### src/rtl/bsc_pkg.sv
package bsc_pkg;
    typedef enum logic [1:0] {
        ST_IDLE = 2'd0,
        ST_ADDR = 2'd1,
        ST_STRB = 2'd2,
        ST_TAIL = 2'd3
    } bsc_state_e;

    typedef enum logic [1:0] {
        SZ_BYTE = 2'd0,
        SZ_HALF = 2'd1,
        SZ_WORD = 2'd2
    } bsc_size_e;
endpackage

### src/rtl/bsc_lane_dec.sv
module bsc_lane_dec #(
    parameter int BB = 4,
    parameter int LB = 2
) (
    input  logic [LB-1:0] off,
    input  logic [1:0]    size,
    input  logic          full,
    output logic [BB-1:0] lanes
);
    int nb;
    int first;

    always_comb begin
        nb    = 1 << size;
        first = int'(off);
        for (int i = 0; i < BB; i++) begin
            lanes[i] = full || (nb >= BB) || ((i >= first) && (i < first + nb));
        end
    end
endmodule

### src/rtl/bsc_area_sel.sv
module bsc_area_sel #(
    parameter int AREA_W = 3,
    parameter int AREA_A = 1,
    parameter int AREA_B = 4
) (
    input  logic [AREA_W-1:0] area,
    input  logic [1:0]        bc_en,
    input  logic [1:0]        mux_en,
    output logic              bc
);
    logic [1:0] hit;

    for (genvar g = 0; g < 2; g++) begin : g_area
        localparam int ID = (g == 0) ? AREA_A : AREA_B;
        assign hit[g] = (area == AREA_W'(ID)) && bc_en[g] && !mux_en[g];
    end

    assign bc = |hit;
endmodule

### src/rtl/bsc_beat_seq.sv
module bsc_beat_seq #(
    parameter int ADDR_W     = 32,
    parameter int BB         = 4,
    parameter int LINE_BYTES = 32,
    parameter int CNT_W      = 4
) (
    input  logic              clk,
    input  logic              rst_n,
    input  logic              load,
    input  logic              advance,
    input  logic [ADDR_W-1:0] ld_addr,
    input  logic [1:0]        ld_size,
    input  logic              ld_line,
    output logic [ADDR_W-1:0] cur_addr,
    output logic              last
);
    localparam logic [ADDR_W-1:0] STEP  = ADDR_W'(BB);
    localparam logic [ADDR_W-1:0] ALIGN = ADDR_W'(BB - 1);
    localparam int LINE_BEATS = LINE_BYTES / BB;

    logic [ADDR_W-1:0] cur_q, wrap_q, wrap_d;
    logic [CNT_W-1:0]  left_q, beats_d;
    int                nb;

    always_comb begin
        nb = 1 << ld_size;
        if (ld_line) begin
            beats_d = CNT_W'(LINE_BEATS - 1);
            wrap_d  = ADDR_W'(LINE_BYTES - 1);
        end else if (nb > BB) begin
            beats_d = CNT_W'(nb / BB - 1);
            wrap_d  = ADDR_W'(nb - 1);
        end else begin
            beats_d = '0;
            wrap_d  = ALIGN;
        end
    end

    always_ff @(posedge clk or negedge rst_n) begin
        if (!rst_n) begin
            cur_q  <= '0;
            wrap_q <= '0;
            left_q <= '0;
        end else if (load) begin
            cur_q  <= ld_line ? (ld_addr & ~ALIGN) : ld_addr;
            wrap_q <= wrap_d;
            left_q <= beats_d;
        end else if (advance) begin
            cur_q  <= (cur_q & ~wrap_q) | ((cur_q + STEP) & wrap_q);
            left_q <= left_q - 1'b1;
        end
    end

    assign cur_addr = cur_q;
    assign last     = (left_q == '0);
endmodule

### src/rtl/bsc_strobe_gen.sv
module bsc_strobe_gen #(
    parameter int BB = 4
) (
    input  logic          clk,
    input  logic          rst_n,
    input  logic          phase_act,
    input  logic          enable,
    input  logic [BB-1:0] lanes,
    output logic [BB-1:0] we_n
);
    // Falling-edge copy of the rising-edge phase: the AND turns on at the
    // falling edge and turns off with the rising-edge phase.
    logic act_fall_q;

    always_ff @(negedge clk or negedge rst_n) begin
        if (!rst_n) act_fall_q <= 1'b0;
        else        act_fall_q <= phase_act;
    end

    for (genvar i = 0; i < BB; i++) begin : g_lane
        assign we_n[i] = ~(lanes[i] & enable & phase_act & act_fall_q);
    end
endmodule

### src/rtl/bsc_ctrl.sv
module bsc_ctrl
    import bsc_pkg::*;
#(
    parameter int ADDR_W     = 32,
    parameter int DATA_W     = 32,
    parameter int BUS_W      = 32,
    parameter int EXT_AW     = 16,
    parameter int WAIT_W     = 3,
    parameter int LINE_BYTES = 32,
    parameter int AREA_W     = 3,
    parameter int AREA_A     = 1,
    parameter int AREA_B     = 4
) (
    input  logic              clk,
    input  logic              rst_n,
    input  logic              req_valid,
    input  logic [ADDR_W-1:0] req_addr,
    input  logic [1:0]        req_size,
    input  logic              req_write,
    input  logic              req_line,
    input  logic [DATA_W-1:0] req_wdata,
    input  logic [WAIT_W-1:0] cfg_wait,
    input  logic [1:0]        cfg_bc_en,
    input  logic [1:0]        cfg_mux_en,
    output logic              busy,
    output logic              ack,
    output logic [DATA_W-1:0] rdata,
    output logic              mem_cs_n,
    output logic              mem_rd_n,
    output logic              mem_rw_n,
    output logic [BUS_W/8-1:0] mem_we_n,
    output logic [EXT_AW-1:0] mem_addr,
    output logic [BUS_W-1:0]  mem_dq_o,
    output logic              mem_dq_oe,
    input  logic [BUS_W-1:0]  mem_dq_i
);
    localparam int BB    = BUS_W / 8;
    localparam int LB    = $clog2(BB);
    localparam int CNT_W = $clog2(LINE_BYTES / BB) + 1;

    bsc_state_e state_q, state_d;
    logic [WAIT_W-1:0] wcnt_q, wait_q;
    logic              wr_q, line_q, bc_q, ack_q;
    logic [1:0]        size_q;
    logic [DATA_W-1:0] rdata_q;
    logic              bc_d, start, strb_end, phase_act, last;
    logic [ADDR_W-1:0] cur_addr;
    logic [BB-1:0]     lanes;

    assign start    = (state_q == ST_IDLE) && req_valid;
    assign strb_end = (state_q == ST_STRB) && (wcnt_q == wait_q);

    bsc_area_sel #(.AREA_W(AREA_W), .AREA_A(AREA_A), .AREA_B(AREA_B)) u_area (
        .area   (req_addr[ADDR_W-1 -: AREA_W]),
        .bc_en  (cfg_bc_en),
        .mux_en (cfg_mux_en),
        .bc     (bc_d)
    );

    bsc_beat_seq #(.ADDR_W(ADDR_W), .BB(BB), .LINE_BYTES(LINE_BYTES), .CNT_W(CNT_W)) u_seq (
        .clk      (clk),
        .rst_n    (rst_n),
        .load     (start),
        .advance  (strb_end && !last),
        .ld_addr  (req_addr),
        .ld_size  (req_size),
        .ld_line  (req_line),
        .cur_addr (cur_addr),
        .last     (last)
    );

    bsc_lane_dec #(.BB(BB), .LB(LB)) u_lane (
        .off   (cur_addr[LB-1:0]),
        .size  (size_q),
        .full  (line_q),
        .lanes (lanes)
    );

    bsc_strobe_gen #(.BB(BB)) u_strb (
        .clk       (clk),
        .rst_n     (rst_n),
        .phase_act (phase_act),
        .enable    (wr_q || bc_q),
        .lanes     (lanes),
        .we_n      (mem_we_n)
    );

    // Next-state logic
    always_comb begin
        state_d = state_q;
        unique case (state_q)
            ST_IDLE: if (req_valid) state_d = ST_ADDR;
            ST_ADDR: state_d = ST_STRB;
            ST_STRB: if (strb_end) state_d = last ? ST_TAIL : ST_ADDR;
            ST_TAIL: state_d = ST_IDLE;
            default: state_d = ST_IDLE;
        endcase
    end

    // State register and per-transfer context
    always_ff @(posedge clk or negedge rst_n) begin
        if (!rst_n) begin
            state_q <= ST_IDLE;
            wcnt_q  <= '0;
            wait_q  <= '0;
            wr_q    <= 1'b0;
            line_q  <= 1'b0;
            bc_q    <= 1'b0;
            size_q  <= 2'd0;
            ack_q   <= 1'b0;
        end else begin
            state_q <= state_d;
            ack_q   <= strb_end;
            if (start) begin
                wait_q <= cfg_wait;
                wr_q   <= req_write;
                line_q <= req_line;
                bc_q   <= bc_d;
                size_q <= req_size;
            end
            if (state_q == ST_STRB && !strb_end) wcnt_q <= wcnt_q + 1'b1;
            else                                 wcnt_q <= '0;
        end
    end

    // Read data capture at the rising edge that ends each read beat
    if (BUS_W == DATA_W) begin : g_rd_full
        always_ff @(posedge clk or negedge rst_n) begin
            if (!rst_n)                 rdata_q <= '0;
            else if (strb_end && !wr_q) rdata_q <= mem_dq_i;
        end
        assign mem_dq_o = req_wdata;
    end else begin : g_rd_half
        always_ff @(posedge clk or negedge rst_n) begin
            if (!rst_n)                 rdata_q <= '0;
            else if (strb_end && !wr_q) rdata_q[int'(cur_addr[LB]) * BUS_W +: BUS_W] <= mem_dq_i;
        end
        assign mem_dq_o = req_wdata[int'(cur_addr[LB]) * BUS_W +: BUS_W];
    end

    // Outputs decoded from the registered state
    always_comb begin
        busy      = (state_q != ST_IDLE);
        phase_act = (state_q == ST_STRB);
        mem_cs_n  = !busy;
        mem_rd_n  = !(busy && !wr_q);
        mem_rw_n  = !(busy && wr_q);
        mem_dq_oe = busy && wr_q;
        mem_addr  = cur_addr[LB +: EXT_AW];
        ack       = ack_q;
        rdata     = rdata_q;
    end
endmodule

### config.mk
export PLATFORM = sky130hd
export DESIGN_NAME = bsc_ctrl
export DESIGN_NICKNAME = d
export VERILOG_FILES = /design/src/rtl/bsc_pkg.sv /design/src/rtl/bsc_lane_dec.sv /design/src/rtl/bsc_area_sel.sv /design/src/rtl/bsc_beat_seq.sv /design/src/rtl/bsc_strobe_gen.sv /design/src/rtl/bsc_ctrl.sv
export SDC_FILE = /design/constraint.sdc
export NUM_CORES = 1
export LEC_CHECK = 0
export ABC_CLOCK_PERIOD_IN_PS = 3200
export CORE_AREA = 3 3 110 112
export DETAILED_ROUTE_END_ITERATION = 16
export DIE_AREA = 0 0 113 115
export HOLD_SLACK_MARGIN = 0.08
export MAX_ROUTING_LAYER = met4
export PLACE_DENSITY_LB_ADDON = 0.25
export SETUP_SLACK_MARGIN = 0.15
export SYNTH_ARGS = -nofsm -noshare
export SYNTH_HDL_FRONTEND = slang
export SYNTH_HIERARCHICAL = 1
export SYNTH_SLANG_ARGS = --single-unit
### constraint.sdc
create_clock -name clk -period 3.2 [get_ports clk]
set_input_delay 0.64 -clock clk [delete_from_list [all_inputs] [get_ports clk]]
set_output_delay 0.64 -clock clk [all_outputs]
set_load 0.1 [all_outputs]
==> key figures, run 1 <==
Layout
  • Most frequent cells in the layout: dfrtp_1, clkdlybuf4s50_1, buf_4
  • Inserted Diodes: 0
  • Layout cells sized above 1: 30.0%
  • Area occupied by multi-input gates: 0.00156 sq mm
  • Layout Cell Area excl Fill: 0.00515 sq mm
  • Most common cell after layout, fill and taps aside: dfrtp_1
  • Sequential cell area: 0.00188 sq mm
  • Filler cells: 1063
  • Layout Nets: 537
  • Area grow syn2layout: 34.6%

Floorplanning
  • I/O pin count: 200
  • Die Footprint: 0.0130 sq mm
  • Die W: 113 um
  • Core area: 0.0113 sq mm
  • FP Rows: 39
  • Die height: 115 um
  • Initial core utilization: 33.8%

Drt
  • First-pass DRT Iterations: 4
  • Final wirelength: 8560 um
  • Via Count: 2649
  • Drt initial violations: 132
  • Vias per Instance: 4.66
  • Wire per inst: 15.1 um
  • Final ANT Viol Nets: 0
  • Drt drc: 0

Timing
  • Slew headroom: 45.1%
  • Fin. Hold Viols: 0
  • RSZ-0062 raised after global routing: true
  • Final setup fails: 4
  • Slew Viols, Final: 0
  • Actual slew at the worst max-slew pin: 822 ps
  • Final WS setup: -184 ps
  • Layout Skew: 11.5 ps

Yosys
  • Yosys warnings: 6
  • Avg Cell Area, Syn: 11.6 sq um
  • Cell Area, Synth: 0.00383 sq mm
  • Syn Inst Count: 329
  • Net count after synthesis: 444

Clocking
  • H-tree depth: 3
  • TritonCTS Sinks: 75
  • TritonCTS Buffers: 9
  • Clock Tree Buf Depth: 2
  • Clk root buf: clkbuf_16
  • CTS clk-pin slew, worst paths: 60 ps
  • Hold_buf cts: 0
  • CTS tree: built
  • Clock Latency Late Sink: 340 ps
  • # resized after CTS: 0

Setup path
  • R2r worst-path depth: 2
  • Worst EP arrival: 2740 ps
  • Crit path max fanout: 4
  • Crit path launch type: flip-flop
  • Endpoint class of the critical path: output port
  • Setup CP Type: reg2out
  • Worst EP required: 2560 ps

Placement
  • Placer Congestion: 0.796
  • Hpwl dp: 6290 um
  • Area of placed instances: 0.00484 sq mm
  • IO buf count: 124

Worst hold path
  • Tightest Hold Check Type: in2async

Run status
  • Failing checks: negative setup slack
  • Outcome: complete, but fails checks

GRT
  • Initial antenna violation count: 0
  • Gr usage total: 13.9%
  • Grt total ovfl: 0
  • Global-route wire length before repair: 14000 um
  • Vias in the first global route: 2748
  • Largest net degree at the start of global routing: 42

Job
  • MaxCap Viol Count: 0
[through the flow]
stage               setup TNS, ps  hold slack [ps]  utilization (%)  std cells  worst slack, ps
floorplan                   -1420              344                -        329             -356
global placement                0              472             42.7        554              189
detailed placement              0              475             42.7        554              179
CTS                          -765              399             45.5        569             -196
global route                 -958              429             45.5        569             -260
finish                       -701              376             45.5        569             -184
[per-layer routing]
layer	global-route usage, %	routed length (um)	vias up
li1	-	-	1256
met3	3.37	580	19
met5	-	0	-
met2	20.3	3750	90
met1	18.4	4050	1284
met4	6.41	182	0
[final cells by class]
| class | count | share of cell area [%] |
|---|---|---|
| Sequential cell | 75 | 36.4 |
| Clock buffer | 10 | 4.64 |
| Timing Repair Buffer | 128 | 22.8 |
| Multi-Input combinational cell | 196 | 30.3 |
| Tap cell | 143 | 3.47 |
| Clock inverter | 5 | 1.50 |
| Inverter | 12 | 0.874 |
[what timing repair did]
action / CTS / global route
buffers inserted: 0 / 0
pin swaps: 1 / 1
setup endpoints to repair: 4 / 4
[path summary, 6_finish.rpt]
| path | start | end | slack, ps |
|---|---|---|---|
| worst max-delay path | u_strb/act_fall_q | mem_we_n[1] | -180 |
| worst min-delay path | rst_n | u_seq/left_q[1] | 380 |
| worst max register to register | state_q[1] | u_strb/act_fall_q | 610 |
| worst min register to register | u_seq/wrap_q[2] | u_seq/wrap_q[2] | 480 |
| max in group asynchronous | rst_n | u_strb/act_fall_q | 1500 |
| min in group clk | u_seq/wrap_q[2] | u_seq/wrap_q[2] | 480 |
[worst max-delay path, stage by stage, from the launching register on]
cell	delay, ps
dfrtn_1	440
nand4_1	150
buf_12	210
Power of run 1 is left out: the tool's default activity adds up to more than one toggle a clock period on the data nets, which glitch-free logic cannot reach.
==> inputs of run 2 (changes only) <==
--- a/config.mk
+++ b/config.mk
@@ -10,7 +10,6 @@
 export DETAILED_ROUTE_END_ITERATION = 16
 export DIE_AREA = 0 0 113 115
 export HOLD_SLACK_MARGIN = 0.08
-export MAX_ROUTING_LAYER = met4
 export PLACE_DENSITY_LB_ADDON = 0.25
 export SETUP_SLACK_MARGIN = 0.15
 export SYNTH_ARGS = -nofsm -noshare
==> key figures, run 2 (synthesis gave the netlist of run 1 again) <==
GRT
  • Grt total ovfl: 0 (unchanged)
  • Global-route wire length before repair: 13900 um (-0.19%)
  • Gr usage total: 13.5% (-0.44 points)
  • Vias in the first global route: 2744 (-0.15%)
  • Initial antenna violation count: 0 (unchanged)
  • Largest net degree at the start of global routing: 42 (unchanged)

Setup path
  • Worst EP required: 2560 ps (about the same)
  • Endpoint class of the critical path: output port
  • Worst setup path end: mem_we_n[1]
  • FF-to-FF End: u_strb/act_fall_q
  • R2R setup slack: 610 ps (about the same)
  • CP startpoint: u_strb/act_fall_q
  • Worst EP arrival: 2740 ps (about the same)
  • R2r worst-path depth: 2 (unchanged)
  • RR Startpoint: state_q[1]
  • Setup CP Type: reg2out
  • Crit path launch type: flip-flop
  • Crit path max fanout: 4 (unchanged)

Drt
  • Via Count: 2667 (+0.68%)
  • First-pass DRT Iterations: 4 (unchanged)
  • Vias per Instance: 4.69 (+0.68%)
  • Drt drc: 0 (unchanged)
  • Final wirelength: 8550 um (-0.13%)
  • Final ANT Viol Nets: 0 (unchanged)
  • Wire per inst: 15.0 um (-0.13%)
  • Drt initial violations: 125 (-5.3%)

Clocking
  • Hold_buf cts: 0 (unchanged)
  • Clock Latency Late Sink: 330 ps (about the same)
  • CTS clk-pin slew, worst paths: 60 ps (about the same)
  • CTS tree: built
  • # resized after CTS: 0 (unchanged)
  • TritonCTS Buffers: 9 (unchanged)
  • TritonCTS Sinks: 75 (unchanged)
  • Clock Tree Buf Depth: 2 (unchanged)
  • Clk root buf: clkbuf_16
  • H-tree depth: 3 (unchanged)

Job
  • MaxCap Viol Count: 0 (unchanged)

Timing
  • Slew headroom: 45.6% (+0.53 points)
  • Final WS setup: -181 ps (+3.19 ps)
  • Final setup fails: 4 (unchanged)
  • Layout Skew: 11.0 ps (-0.504 ps)
  • RSZ-0062 raised after global routing: true
  • Fin. Hold Viols: 0 (unchanged)
  • Actual slew at the worst max-slew pin: 814 ps (-7.98 ps)
  • Slew Viols, Final: 0 (unchanged)

Layout
  • Area grow syn2layout: 34.6% (unchanged)
  • Most common cell after layout, fill and taps aside: dfrtp_1
  • Layout cells sized above 1: 30.0% (unchanged)
  • Inserted Diodes: 0 (unchanged)
  • Most frequent cells in the layout: dfrtp_1, clkdlybuf4s50_1, buf_4
  • Layout Nets: 537 (unchanged)

Floorplanning
  • Die W: 113 um (unchanged)
  • FP Rows: 39 (unchanged)
  • Die Footprint: 0.0130 sq mm (unchanged)
  • I/O pin count: 200 (unchanged)
  • Die height: 115 um (unchanged)
  • Initial core utilization: 33.8% (unchanged)
  • Core area: 0.0113 sq mm (unchanged)

Worst hold path
  • Tightest Hold Check Type: in2async

Run status
  • Outcome: complete, but fails checks
  • Failing checks: negative setup slack

Placement
  • Placer Congestion: 0.785 (-1.4%)
  • IO buf count: 124 (unchanged)
  • Post-place setup slack: 179 ps (unchanged)
  • Hpwl dp: 6290 um (unchanged)
run 2: worst max-delay path, stage by stage (launching register included):
cell,delay (ps)
dfrtn_1,440
nand4_1,150
buf_12,210
run 2: cell type report:
class	instances	area, sq um
multi-input combinational	196	1560
inverter	12	45.0
timing repair buffer	128	1170
clock inverter	5	77.6
fill	1063	6170
sequential	75	1880
tap	143	179
clock buffer	10	239
run 2: metal layers:
layer,up-vias,global-route usage [%],part of all wire [%]
met2,98,20.3,44
met5,-,0,0
met1,1295,18.2,46
met4,0,5.69,1.6
li1,1256,-,-
met3,18,4.11,8.0
run 2: worst min path at each step:
stage / from / endpoint / slack [ps]
global placement: u_seq/wrap_q[2] / u_seq/wrap_q[2] / 470
finish: rst_n / u_seq/left_q[1] / 380
global route: rst_n / u_seq/left_q[1] / 430
floorplan: rst_n / ack / 340
CTS: rst_n / u_seq/left_q[3] / 400
detailed placement: u_seq/wrap_q[2] / u_seq/wrap_q[2] / 480
run 2: per-stage QoR:
step	hold slack, ps	instances	setup TNS (ps)	instance area, sq um	utilization [%]
final	378	569	-688	5150	45.5
after global routing	428	569	-957	5150	45.5
after CTS	399	569	-765	5150	45.5
after detailed placement	475	554	0	4840	42.7
after global placement	472	554	0	4840	42.7
after floorplan	344	329	-1420	3830	-
run 2: repair_timing:
action	4_1_cts	5_1_grt
pin swaps	1	1
buffers inserted	0	0
endpoints found under the setup margin	4	4
Power of run 2 is left out for the same reason.
